### src/rtl/adc_seq_pkg.sv
package adc_seq_pkg;
    typedef enum logic [3:0] {
        S_IDLE,
        S_SETUP,
        S_ALE,
        S_SETTLE,
        S_START,
        S_WAIT_LOW,
        S_WAIT_HIGH,
        S_OE_DLY,
        S_CAPTURE,
        S_PRESENT
    } seq_state_t;
endpackage

### src/rtl/adc_clk_div.sv
module adc_clk_div #(
    parameter int CLK_HALF = 2
) (
    input  logic clk,
    input  logic rst,
    output logic adc_clk,
    output logic rise_tick
);
    localparam int CW = (CLK_HALF > 1) ? $clog2(CLK_HALF) : 1;

    logic [CW-1:0] cnt_q;
    logic          wrap;

    assign wrap      = (cnt_q == CW'(CLK_HALF - 1));
    assign rise_tick = wrap && !adc_clk;

    always_ff @(posedge clk) begin
        if (rst) begin
            cnt_q   <= '0;
            adc_clk <= 1'b0;
        end else if (wrap) begin
            cnt_q   <= '0;
            adc_clk <= ~adc_clk;
        end else begin
            cnt_q   <= cnt_q + 1'b1;
        end
    end
endmodule

### src/rtl/adc_chan_ctr.sv
module adc_chan_ctr #(
    parameter int NUM_CH = 4
) (
    input  logic       clk,
    input  logic       rst,
    input  logic       advance,
    output logic [2:0] chan
);
    localparam logic [2:0] LAST = 3'(NUM_CH - 1);

    always_ff @(posedge clk) begin
        if (rst)
            chan <= '0;
        else if (advance)
            chan <= (chan == LAST) ? 3'd0 : chan + 3'd1;
    end
endmodule

### src/rtl/adc_scan_ctrl.sv
module adc_scan_ctrl
    import adc_seq_pkg::*;
#(
    parameter int CLK_HALF      = 2,
    parameter int STROBE_LEN    = 2,
    parameter int SETTLE_LEN    = 2,
    parameter int TIMEOUT       = 100,
    parameter int NUM_CH        = 4,
    parameter bit MERGE_STROBES = 1'b0
) (
    input  logic       clk,
    input  logic       rst,
    input  logic       run,
    input  logic       scan_mode,
    input  logic [2:0] chan_sel,
    input  logic       eoc,
    input  logic [7:0] adc_din,
    input  logic       res_ready,
    output logic       adc_clk,
    output logic [2:0] mux_addr,
    output logic       ale,
    output logic       start,
    output logic       oe,
    output logic       res_valid,
    output logic [7:0] res_data,
    output logic [2:0] res_chan,
    output logic       busy,
    output logic       timeout_err
);
    localparam int         TMR_MAX = (STROBE_LEN > SETTLE_LEN) ? STROBE_LEN : SETTLE_LEN;
    localparam int         TW      = $clog2(TMR_MAX + 1);
    localparam int         TOW     = $clog2(TIMEOUT + 1);
    localparam logic [2:0] CH_MASK = 3'(NUM_CH - 1);

    seq_state_t     state_q, state_d;
    logic [TW-1:0]  tmr_q;
    logic [TOW-1:0] to_q;
    logic           eoc_s1, eoc_s2;
    logic           adc_tick;
    logic           waiting, expired, advance, scan_q;
    logic [2:0]     scan_chan, addr_q;

    adc_clk_div #(.CLK_HALF(CLK_HALF)) u_div (
        .clk       (clk),
        .rst       (rst),
        .adc_clk   (adc_clk),
        .rise_tick (adc_tick)
    );

    adc_chan_ctr #(.NUM_CH(NUM_CH)) u_ctr (
        .clk     (clk),
        .rst     (rst),
        .advance (advance),
        .chan    (scan_chan)
    );

    assign waiting = (state_q == S_WAIT_LOW) || (state_q == S_WAIT_HIGH);
    assign expired = waiting && adc_tick && (to_q == TOW'(TIMEOUT - 1));
    assign advance = (state_q == S_PRESENT) && res_ready && scan_q;

    // state register
    always_ff @(posedge clk) begin
        if (rst) state_q <= S_IDLE;
        else     state_q <= state_d;
    end

    // next state
    always_comb begin
        state_d = state_q;
        unique case (state_q)
            S_IDLE:      if (run) state_d = S_SETUP;
            S_SETUP:     state_d = MERGE_STROBES ? S_START : S_ALE;
            S_ALE:       if (tmr_q == '0) state_d = S_SETTLE;
            S_SETTLE:    if (tmr_q == '0) state_d = S_START;
            S_START:     if (tmr_q == '0) state_d = S_WAIT_LOW;
            S_WAIT_LOW:  if (expired) state_d = S_IDLE;
                         else if (!eoc_s2) state_d = S_WAIT_HIGH;
            S_WAIT_HIGH: if (expired) state_d = S_IDLE;
                         else if (eoc_s2) state_d = S_OE_DLY;
            S_OE_DLY:    state_d = S_CAPTURE;
            S_CAPTURE:   state_d = S_PRESENT;
            S_PRESENT:   if (res_ready) state_d = S_IDLE;
            default:     state_d = S_IDLE;
        endcase
    end

    // outputs
    always_comb begin
        ale       = (state_q == S_ALE) || (MERGE_STROBES && (state_q == S_START));
        start     = (state_q == S_START);
        oe        = (state_q == S_CAPTURE);
        res_valid = (state_q == S_PRESENT);
        busy      = (state_q != S_IDLE);
        mux_addr  = addr_q;
    end

    // datapath
    always_ff @(posedge clk) begin
        if (rst) begin
            tmr_q       <= '0;
            to_q        <= '0;
            eoc_s1      <= 1'b1;
            eoc_s2      <= 1'b1;
            addr_q      <= '0;
            scan_q      <= 1'b0;
            res_data    <= '0;
            res_chan    <= '0;
            timeout_err <= 1'b0;
        end else begin
            eoc_s1 <= eoc;
            eoc_s2 <= eoc_s1;

            if (state_d != state_q) begin
                if (state_d == S_SETTLE) tmr_q <= TW'(SETTLE_LEN - 1);
                else                     tmr_q <= TW'(STROBE_LEN - 1);
            end else if (tmr_q != '0) begin
                tmr_q <= tmr_q - 1'b1;
            end

            if (!waiting)      to_q <= '0;
            else if (adc_tick) to_q <= to_q + 1'b1;

            if (state_q == S_IDLE && run) begin
                addr_q      <= scan_mode ? scan_chan : (chan_sel & CH_MASK);
                scan_q      <= scan_mode;
                timeout_err <= 1'b0;
            end else if (expired) begin
                timeout_err <= 1'b1;
            end

            if (state_q == S_CAPTURE) begin
                res_data <= adc_din;
                res_chan <= addr_q;
            end
        end
    end
endmodule

### config.mk
export PLATFORM = sky130hd
export DESIGN_NAME = adc_scan_ctrl
export DESIGN_NICKNAME = d
export VERILOG_FILES = /design/src/rtl/adc_seq_pkg.sv /design/src/rtl/adc_clk_div.sv /design/src/rtl/adc_chan_ctr.sv /design/src/rtl/adc_scan_ctrl.sv
export SDC_FILE = /design/constraint.sdc
export NUM_CORES = 1
export LEC_CHECK = 0
export ABC_AREA = 1
export BUFFER_PORTS_ARGS = -buffer_cell sky130_fd_sc_hd__buf_4
export CORE_AREA = 2 2 60 62
export CTS_CLUSTER_DIAMETER = 150
export DETAILED_ROUTE_END_ITERATION = 10
export DIE_AREA = 0 0 62 64
export GPL_TIMING_DRIVEN = 0
export PLACE_DENSITY = 0.78
export RECOVER_POWER = 100
export SYNTH_ARGS = -nofsm -noshare
export SYNTH_HDL_FRONTEND = slang
export SYNTH_SLANG_ARGS = --single-unit
### constraint.sdc
create_clock -name clk -period 4.2 [get_ports clk]
set_input_delay 0.21 -clock clk [delete_from_list [all_inputs] [get_ports clk]]
set_output_delay 0.21 -clock clk [all_outputs]
set_load 0.005 [all_outputs]
==> results of run 1 <==
==> critical path: stages, from the launching register on <==
cell	delay, ns
dfxtp_1	0.37
nor2_1	0.27
nand2_1	0.14
inv_1	0.10
clkbuf_1	0.36
buf_4	0.19
==> placed cells by master (no fill, tap or decap), drive strengths merged <==
cell type	instances
nand2	40
nor2	40
dfxtp	36
clkbuf	30
inv	29
o21ai	18
nand3	16
buf	15
a21oi	12
nor3	3
xor2	3
ha	3
or2	3
a211oi	2
mux2i	2
a31oi	2
nand4	2
clkinv	2
nand3b	1
o211ai	1
nor3b	1
clkinvlp	1
bufinv	1
==> area by class of cell <==
type                            count  area, sq um  share of cell area
Timing Repair Buffer               36        262.8              0.1327
Clock buffer                        5        37.54             0.01895
Tap cell                           46        57.56             0.02906
Buffer                              4        16.27            0.008212
Multi-Input combinational cell    149        730.7              0.3689
Sequential cell                    36        720.7              0.3639
Clock inverter                      3        42.54             0.02148
Inverter                           30        112.6             0.05685
==> logic make-up (layout without fill, tap and decap cells) <==
kind of cell / Yosys count / after routing / synth area share
simple gates: 106 / 106 / 0.3002
flops: 36 / 36 / 0.4469
compound gates: 35 / 35 / 0.1202
buf+inv: 34 / 78 / 0.08067
fa+ha+maj: 3 / 3 / 0.02328
xor+xnor: 3 / 3 / 0.01629
mux: 2 / 2 / 0.01241
==> final timing paths <==
kind / from / endpoint / slack, ns / cells past startpoint
min: eoc / eoc_s1$_SDFF_PP1_ / 0.05 / 2
max: state_q[1]$_SDFF_PP0_ / oe / 2.21 / 5
min reg2reg: eoc_s1$_SDFF_PP1_ / eoc_s2$_SDFF_PP1_ / 0.42 / 1
max reg2reg: tmr_q[0]$_SDFFE_PP0P_ / tmr_q[0]$_SDFFE_PP0P_ / 2.54 / 11
==> metal layers <==
| layer | GRT usage | wire length [um] |
|---|---|---|
| met5 | 0 | 0 |
| met3 | 0.05466 | 112 |
| met2 | 0.3060 | 1573 |
| met4 | 0.06383 | 55 |
| met1 | 0.2295 | 1568 |
==> power groups by stage <==
stage	Sequential [mW]	Clock, mW	Combinational, mW
after global routing	0.374	0.268	0.153
after global placement	0.378	0	0.138
after CTS	0.371	0.248	0.141
after floorplan	0.376	0	0.0952
final	0.370	0.243	0.132
after detailed placement	0.379	0	0.140
==> registers in the layout, indices dropped and copies added, names as in the netlist, 2 cells and up <==
signal	flops
u_ctr.chan	3
mux_addr	3
res_data	8
tmr_q	2
to_q	7
state_q	4
res_chan	3
==> key figures, run 1 <==
Clock tree
  • Clk sinks: 36
  • Setup bufs post-CTS: 0
  • CTS max path bufs: 2
  • CTS resizes: 0
  • Clock Tree Root: clkbuf_4
  • CTS tree: done
  • Cts hold-fix bufs: 0
  • Clk pin slew, worst setup/hold paths: 0.12 ns
  • Clock Latency Late Sink: 0.34 ns
  • H-tree levels: 2
  • TritonCTS Buffers: 5

STA
  • Slew headroom: 0.6936
  • Slew @ Worst Pin: 0.4596 ns
  • Post-route clock period utilization: 0.4744
  • Final critical-path required period: 1.993 ns
  • Pins Over Slew Limit: 0
  • RSZ-0062 raised after global routing: false
  • Final hold violation count: 0
  • Fmax: 0.5019 GHz
  • Final Setup Violations: 0
  • Setup Skew: 0.008423 ns
  • Hold_ws: 0.04662 ns
  • Setup TNS: 0 ns
  • Worst setup margin: 2.207 ns

Global routing
  • First-pass GRT wire length: 5.561 mm
  • Vias in the first global route: 1335
  • Initial antenna violation count: 0
  • Remaining global-route overflow: 0
  • GRT Util Overall: 0.1877
  • Largest net degree at the start of global routing: 13

Floorplanning
  • Die W: 62 um
  • I/O pins: 38
  • Starting density of the core: 0.4910
  • Die area: 3968 sq um
  • Core Area: 3284 sq um
  • Rows: 21
  • Die span in y: 64 um

Cells and area
  • Antenna Cells: 0
  • Util after Layout: 0.6030
  • Final Cell Area: 1981 sq um
  • Nets: 282
  • Area Overhead vs Synth: 22.81%
  • Post-Layout Cell Count: 309
  • Filler cells: 319
  • Layout cell share with drive strength beyond 1: 0.1977

Power and ir drop
  • Sequential share of power: 0.497
  • Net Sw Frac: 0.2795
  • Post-layout power: 745.5 uW
  • Gate power share: 0.177
  • Clock share of power: 0.326
  • Leakage power: 0.9380 nW
  • Power per standard cell area: 376.4 nW/um^2
  • P_sw: 208.3 uW
  • Peak VDD IR: 0.0002836 V
  • Cell internal pwr: 537.2 uW

Worst setup path
  • Worst setup SP type: flip-flop
  • CP Max Fanout: 10
  • Critical path required time: 3.99 ns
  • Critical path class: reg -> out
  • Crit. End Element: primary output
  • Worst EP arrival: 1.78 ns

Route
  • DR pass1 iterations: 3
  • DR WL/cell: 10.71 um
  • Initial DRC Count: 96
  • Via/cell ratio: 4.754
  • Via count: 1469
  • Drt drc: 0
  • Routed WL: 3.309 mm
  • Routed Antenna Nets: 0

Outcome
  • Status: finished clean

Placed design
  • Port Buffers: 36
  • DP Cell Count: 301
  • Pre-CTS setup slack: 2.606 ns
  • GPL Wtd Cong: 0.8058
  • Area after DPL: 1941 sq um
  • Post-DP HPWL: 2.517 mm

Synth
  • Unique masters post-synth: 29
  • Number of synthesized flops with an enable pin: 0
  • Synth area leader: dfxtp_1
  • Synth top area share: 0.4469
  • Top post-synthesis cells by area: dfxtp_1 (45%), nand2_1 (8.4%), nor2_1 (8.1%)
  • Ys flop type: dfxtp_1
  • Synth Warn #: 0
  • Gate Count Post-Synth: 219
  • Sequential area share after synthesis: 0.4469
  • FF+latch count, synth: 36
  • Syn_area_per_cell: 7.364 sq um
  • Syn Nets: 239
  • Synth async-reset ratio: 0
  • Synth top cells by count: dfxtp_1 (36), nand2_1 (36), nor2_1 (35)
  • Synthesized cell area: 1613 sq um

Flow run
  • Max Cap Viol: 0

Hold path
  • Worst Hold Class: in -> reg
Note: power is estimated with default switching activity, not from simulation.
==> inputs of run 2 (changes only) <==
CORE_AREA = 2 2 62 64   (was 2 2 60 62)
DIE_AREA = 0 0 64 66   (was 0 0 62 64)
PLACE_DENSITY = 0.76   (was 0.78)
clock period = 1.7 ns   (was 4.2 ns; I/O delays follow)
==> run 2 against run 1 <==
Compared with the run above: combinational power increased to 2.7 times the previous value; sequential cell count stayed put; clock power rose by 140%; sequential share of layout area down 1.8 points; total power grew 150%; clock skew increased by 0.0086 ns; register-to-register slack worse by 2.4 ns; critical path depth is the same; routed wire length shrank 0.91%; critical path type unchanged; largest cell class unchanged.
==> key figures, run 2 (synthesis results as in run 1) <==
Outcome
  • Status: finished clean

Hold path
  • Worst Hold Class: in -> reg

Cells and area
  • Nets: 289 (+2.5%)
  • Reg area: 726.9 sq um (+0.87%)
  • Area Overhead vs Synth: 30.18%
  • Largest register by flop count: res_data
  • Most common cell after layout, fill and taps aside: nand2_1
  • Footprint of the multi-input gates: 759.5 sq um (+3.9%)
  • Filler cells: 350 (+9.7%)
  • Antenna Cells: 0 (unchanged)
  • Max reg flops: 8 (unchanged)
  • Largest regs: res_data: 8 flops, to_q: 7 flops, state_q: 4 flops
  • Commonest non-fill, non-tap cells in the layout: nand2_1 (37), nor2_1 (35), dfxtp_1 (33), inv_1 (29), clkbuf_4 (26)
  • Final Cell Area: 2100 sq um (+6.0%)
  • Layout cell share with drive strength beyond 1: 0.2370 (+0.03932)

Clock tree
  • CTS tree: done
  • Clock Tree Root: clkbuf_4
  • TritonCTS Buffers: 5 (unchanged)
  • H-tree levels: 2 (unchanged)
  • Clk pin slew, worst setup/hold paths: 0.10 ns (-0.02 ns)
  • Clk sinks: 36 (unchanged)
  • Clock Latency Late Sink: 0.35 ns (about the same)
  • CTS max path bufs: 2 (unchanged)

Placed design
  • GPL Wtd Cong: 0.8492 (+5.4%)
  • Port Buffers: 36 (unchanged)
  • Area after DPL: 1943 sq um (+0.13%)
  • Pre-CTS setup slack: 0.1387 ns (-2.467 ns)
  • Post-DP HPWL: 2.474 mm (-1.7%)

Global routing
  • Grt met3 use: 0.06814 (+0.01349)
  • GR peak layer: met2
  • Largest net degree at the start of global routing: 13 (unchanged)
  • GRT met1 Usage: 0.1757 (-0.05385)
  • First-pass GRT wire length: 5.609 mm (+0.86%)
  • GRT Util Overall: 0.1737 (-0.01393)
  • Remaining global-route overflow: 0 (unchanged)
  • Initial antenna violation count: 0 (unchanged)
  • M2 GR Usage: 0.3203 (+0.01432)
  • Vias in the first global route: 1394 (+4.4%)

Route
  • Drt drc: 0 (unchanged)
  • Initial DRC Count: 71 (-26%)
  • DR WL/cell: 10.31 um (-3.7%)
  • DR pass1 iterations: 4 (+1)
  • Via/cell ratio: 4.767 (+0.28%)
  • Routed WL: 3.279 mm (-0.91%)
  • Via count: 1516 (+3.2%)
  • Routed Antenna Nets: 0 (unchanged)

Worst setup path
  • Crit. End Element: primary output
  • CP delay by family, top: buffers and inverters
  • Worst EP arrival: 1.45 ns (-0.33 ns)
  • Critical path required time: 1.62 ns (-2.37 ns)
  • CP Max Fanout: 10 (unchanged)
  • CP max-delay cell: dfxtp_2
  • Critical path class: reg -> out
  • Critical path buffer and inverter count: 3 (unchanged)
  • Worst setup SP type: flip-flop
  • CP peak stage delay: 0.36 ns (about the same)
  • CP Cell Sequence: nor2_2 > nand2_1 > inv_1 > clkbuf_4 > buf_4

Floorplanning
  • Rows: 22 (+4.8%)
  • Die span in y: 66 um (+3.1%)
  • Starting density of the core: 0.4542 (-0.03685)
  • Die area: 4224 sq um (+6.5%)
  • I/O pins: 38 (unchanged)
  • Core Area: 3551 sq um (+8.1%)
  • Die W: 64 um (+3.2%)

STA
  • Final critical-path required period: 1.533 ns
  • Worst setup margin: 0.1665 ns (-2.041 ns)
  • Fmax: 0.6521 GHz
  • Post-route clock period utilization: 0.9020
  • Slew headroom: 0.7103 (+0.01673)
  • Setup Skew: 0.01706 ns (+0.008634 ns)
  • Pins Over Slew Limit: 0 (unchanged)
  • Setup TNS: 0 ns (unchanged)
  • Final Setup Violations: 0 (unchanged)
  • RSZ-0062 raised after global routing: false
  • Slew @ Worst Pin: 0.4345 ns (-0.02510 ns)
  • Final hold violation count: 0 (unchanged)

Power and ir drop
  • Leakage power: 0.9852 nW (+5.0%)
  • Post-layout power: 1.864 mW (+150%)
  • Peak VDD IR: 0.0008635 V (+200%)
  • Power per standard cell area: 887.6 nW/um^2 (+140%)

Flow run
  • Max Cap Viol: 0 (unchanged)
[run 2: through the flow]
stage	hold slack (ns)	utilization	instances
after floorplan	0.1888	-	219
after global placement	0.2703	0.5472	303
after detailed placement	0.2729	0.5472	303
after CTS	0.0006229	0.5846	316
after global routing	0.0007068	0.5913	318
final	0.008687	0.5913	318
[run 2: path summary, 6_finish.rpt]
path	from	endpoint	slack (ns)	cells past startpoint
max	state_q[1]$_SDFF_PP0_	oe	0.17	5
min	adc_din[5]	res_data[5]$_SDFFE_PP0P_	0.009	3
max reg2reg	state_q[2]$_SDFF_PP0_	tmr_q[0]$_SDFFE_PP0P_	0.19	11
min reg2reg	eoc_s1$_SDFF_PP1_	eoc_s2$_SDFF_PP1_	0.42	1
[run 2: tightest hold or removal path, cell delays in order]
cell and delay [ns]:
buf_4 0.08, o21ai_0 0.07, nor2_1 0.08
[run 2: layout make-up]
| class | count | area share |
|---|---|---|
| Inverter | 30 | 0.05364 |
| Clock buffer | 5 | 0.01788 |
| Clock inverter | 3 | 0.02026 |
| Timing Repair Buffer | 43 | 0.1621 |
| Tap cell | 48 | 0.02861 |
| Multi-Input combinational cell | 149 | 0.3617 |
| Sequential cell | 36 | 0.3462 |
| Buffer | 4 | 0.009535 |
[run 2: where the power goes]
part | total (mW) | switching, mW | internal, mW
registers | 0.916 | 0.0315 | 0.884
logic | 0.359 | 0.205 | 0.154
clock network | 0.589 | 0.283 | 0.307
[run 2: metal layers]
layer  wire length (um)  vias to the layer above  share of wire
met1               1440                      666           0.44
met2               1577                       40           0.48
met4                 57                        0          0.017
li1                   -                      803              -
met3                202                        7          0.062
met5                  0                        -              0
[run 2: repair_timing]
action	4_1_cts	5_1_grt
hold buffers	5	2
endpoints found under the hold margin	4	2
buffers inserted	0	0
endpoints found under the setup margin	1	3
resized for setup	1	7
==> inputs of run 3 (changes only) <==
CORE_AREA = 2 2 77 79   (was 2 2 62 64)
DIE_AREA = 0 0 79 81   (was 0 0 64 66)
PLACE_DENSITY = 0.54   (was 0.76)
==> run 3 against run 2 <==
Compared with the run above: core utilization fell by 22 points; total power increased by 6.9%; clock skew fell by 0.0077 ns; sequential power hardly changed; fmax shrank 0.98%; die area rose by 51%; sequential cell count unchanged; clock-buffer cell count rose by 1; routed wire length increased by 6.3%; largest power group unchanged; cell count grew 6.6%; register-to-register slack barely moved.
==> key figures, run 3 (synthesis results as in run 1) <==
Worst setup path
  • CP Max Fanout: 10 (unchanged)
  • Worst EP arrival: 1.46 ns (about the same)
  • Crit-path most repeated cell: inv_1
  • Worst setup SP type: flip-flop
  • CP Cell Sequence: inv_1 > nor2_2 > nand2_1 > inv_1 > buf_2 > buf_4
  • CP max-delay cell: dfxtp_2
  • Crit. End Element: primary output
  • Critical path buffer and inverter count: 4 (+1)
  • CP peak stage delay: 0.39 ns (+0.03 ns)
  • Critical path required time: 1.62 ns (about the same)
  • CP delay by family, top: buffers and inverters
  • Critical path class: reg -> out

Placed design
  • Port Buffers: 36 (unchanged)
  • Post-DP HPWL: 2.655 mm (+7.3%)
  • GPL Wtd Cong: 0.8096 (-4.7%)

Route
  • Routed Antenna Nets: 0 (unchanged)
  • Routed WL: 3.486 mm (+6.3%)
  • Routed wl met3: 195 um (-3.5%)
  • Via/cell ratio: 4.330 (-9.2%)
  • Drt drc: 0 (unchanged)
  • DR WL/cell: 10.28 um (-0.27%)
  • Post-Route M1 WL: 1.729 mm (+20%)
  • DR top layer: met4
  • DR pass1 iterations: 4 (unchanged)
  • Met2 Wirelength: 1.545 mm (-2.0%)
  • Initial DRC Count: 29 (-59%)
  • Via count: 1468 (-3.2%)

Clock tree
  • CTS tree: done
  • Setup bufs post-CTS: 0 (unchanged)
  • Clock Tree Root: clkbuf_8
  • H-tree levels: 2 (unchanged)
  • CTS max path bufs: 2 (unchanged)
  • Clk sinks: 36 (unchanged)
  • Clk pin slew, worst setup/hold paths: 0.07 ns (-0.03 ns)
  • Clock Latency Late Sink: 0.28 ns (-0.07 ns)
  • TritonCTS Buffers: 5 (unchanged)

Cells and area
  • Nets: 283 (-2.1%)
  • Antenna Cells: 0 (unchanged)
  • Max reg flops: 8 (unchanged)
  • Layout cell share with drive strength beyond 1: 0.2273 (-0.009764)
  • Commonest non-fill, non-tap cells in the layout: nand2_1 (36), nor2_1 (35), dfxtp_1 (35), inv_1 (28), clkbuf_4 (19)
  • Largest regs: res_data: 8 flops, to_q: 7 flops, state_q: 4 flops
  • Largest register by flop count: res_data
  • Most common cell after layout, fill and taps aside: nand2_1
  • Area Overhead vs Synth: 29.17%

Power and ir drop
  • Leakage power: 0.9653 nW (-2.0%)
  • Net Sw Frac: 0.2680 (-0.01043)
  • Gate power share: 0.173 (-0.020)
  • Cell internal pwr: 1.459 mW (+8.5%)
  • Power per standard cell area: 956.6 nW/um^2 (+7.8%)
  • Peak VDD IR: 0.0004673 V (-46%)
  • P_sw: 534.0 uW (+2.9%)
  • Clock share of power: 0.367 (+0.051)
  • Sequential share of power: 0.460 (-0.031)

STA
  • Fmax: 0.6457 GHz (-0.98%)
  • Pins Over Slew Limit: 0 (unchanged)
  • Final Setup Violations: 0 (unchanged)
  • Hold_ws: 0.03795 ns (+0.02927 ns)
  • Setup Skew: 0.009359 ns (-0.007698 ns)
  • Post-route clock period utilization: 0.9110 (+0.008964)
  • Final critical-path required period: 1.549 ns (+0.01524 ns)
  • Slew headroom: 0.6904 (-0.01995)
  • RSZ-0062 raised after global routing: false
  • Setup TNS: 0 ns (unchanged)
  • Final hold violation count: 0 (unchanged)
  • Slew @ Worst Pin: 0.4644 ns (+0.02992 ns)

Outcome
  • Status: finished clean

Floorplanning
  • Starting density of the core: 0.2842 (-0.1700)
  • Die W: 79 um (+23%)
  • Core Area: 5675 sq um (+60%)
  • Die span in y: 81 um (+23%)
  • Die area: 6399 sq um (+51%)
  • Rows: 28 (+27%)
  • I/O pins: 38 (unchanged)

Hold path
  • Worst Hold Class: in -> reg

Global routing
  • Vias in the first global route: 1377 (-1.2%)
  • GRT Util Overall: 0.1158 (-0.05791)
  • Remaining global-route overflow: 0 (unchanged)
  • Initial antenna violation count: 0 (unchanged)
  • Largest net degree at the start of global routing: 12 (-1)
  • First-pass GRT wire length: 5.865 mm (+4.6%)

Flow run
  • Max Cap Viol: 0 (unchanged)
run 3: power groups by stage:
stage	logic, mW	registers (mW)	clock network (mW)
floorplan	0.235	0.928	0
global placement	0.351	0.934	0
detailed placement	0.353	0.934	0
CTS	0.356	0.915	0.764
global route	0.399	0.925	0.794
finish	0.344	0.917	0.732
run 3: worst paths after layout:
check | startpoint | end | slack [ns] | cells after the start
setup / recovery | state_q[3]$_SDFF_PP0_ | oe | 0.15 | 6
hold / removal | rst | eoc_s1$_SDFF_PP1_ | 0.04 | 2
setup reg to reg | tmr_q[0]$_SDFFE_PP0P_ | tmr_q[0]$_SDFFE_PP0P_ | 0.18 | 10
hold reg to reg | eoc_s1$_SDFF_PP1_ | eoc_s2$_SDFF_PP1_ | 0.41 | 1
run 3: stage by stage:
| step | setup slack (ns) | total power [mW] | cell area [sq um] | utilization | cells |
|---|---|---|---|---|---|
| after floorplan | 0.3190 | 1.164 | 1613 | - | 219 |
| after CTS | 0.05553 | 2.035 | 2095 | 0.3690 | 339 |
| after detailed placement | 0.1533 | 1.286 | 1977 | 0.3483 | 330 |
| after global placement | 0.1397 | 1.285 | 1977 | 0.3483 | 330 |
| after global routing | 0.003880 | 2.118 | 2083 | 0.3671 | 339 |
| final | 0.1513 | 1.993 | 2083 | 0.3671 | 339 |
run 3: per-layer routing:
metal / vias to the layer above / global-route usage
li1: 793 / -
met1: 643 / 0.1361
met2: 30 / 0.2017
met3: 2 / 0.03444
met4: 0 / 0.03966
met5: - / 0
run 3: area by class of cell:
type | count | area (sq um)
well taps | 75 | 93.84
clock inverters | 2 | 35.03
repair buffers | 37 | 272.8
multi-input cells | 149 | 757.0
fillers | 641 | 3592
clock buffers | 6 | 72.57
flip-flops and latches | 36 | 721.9
inverters | 30 | 112.6
plain buffers | 4 | 17.52
run 3: timing repair:
| action | 4_1_cts | 5_1_grt |
|---|---|---|
| gates resized for setup | 0 | 4 |
| hold buffers | 1 | 0 |
| setup endpoints to repair | 0 | 3 |
| hold endpoints to repair | 1 | 0 |
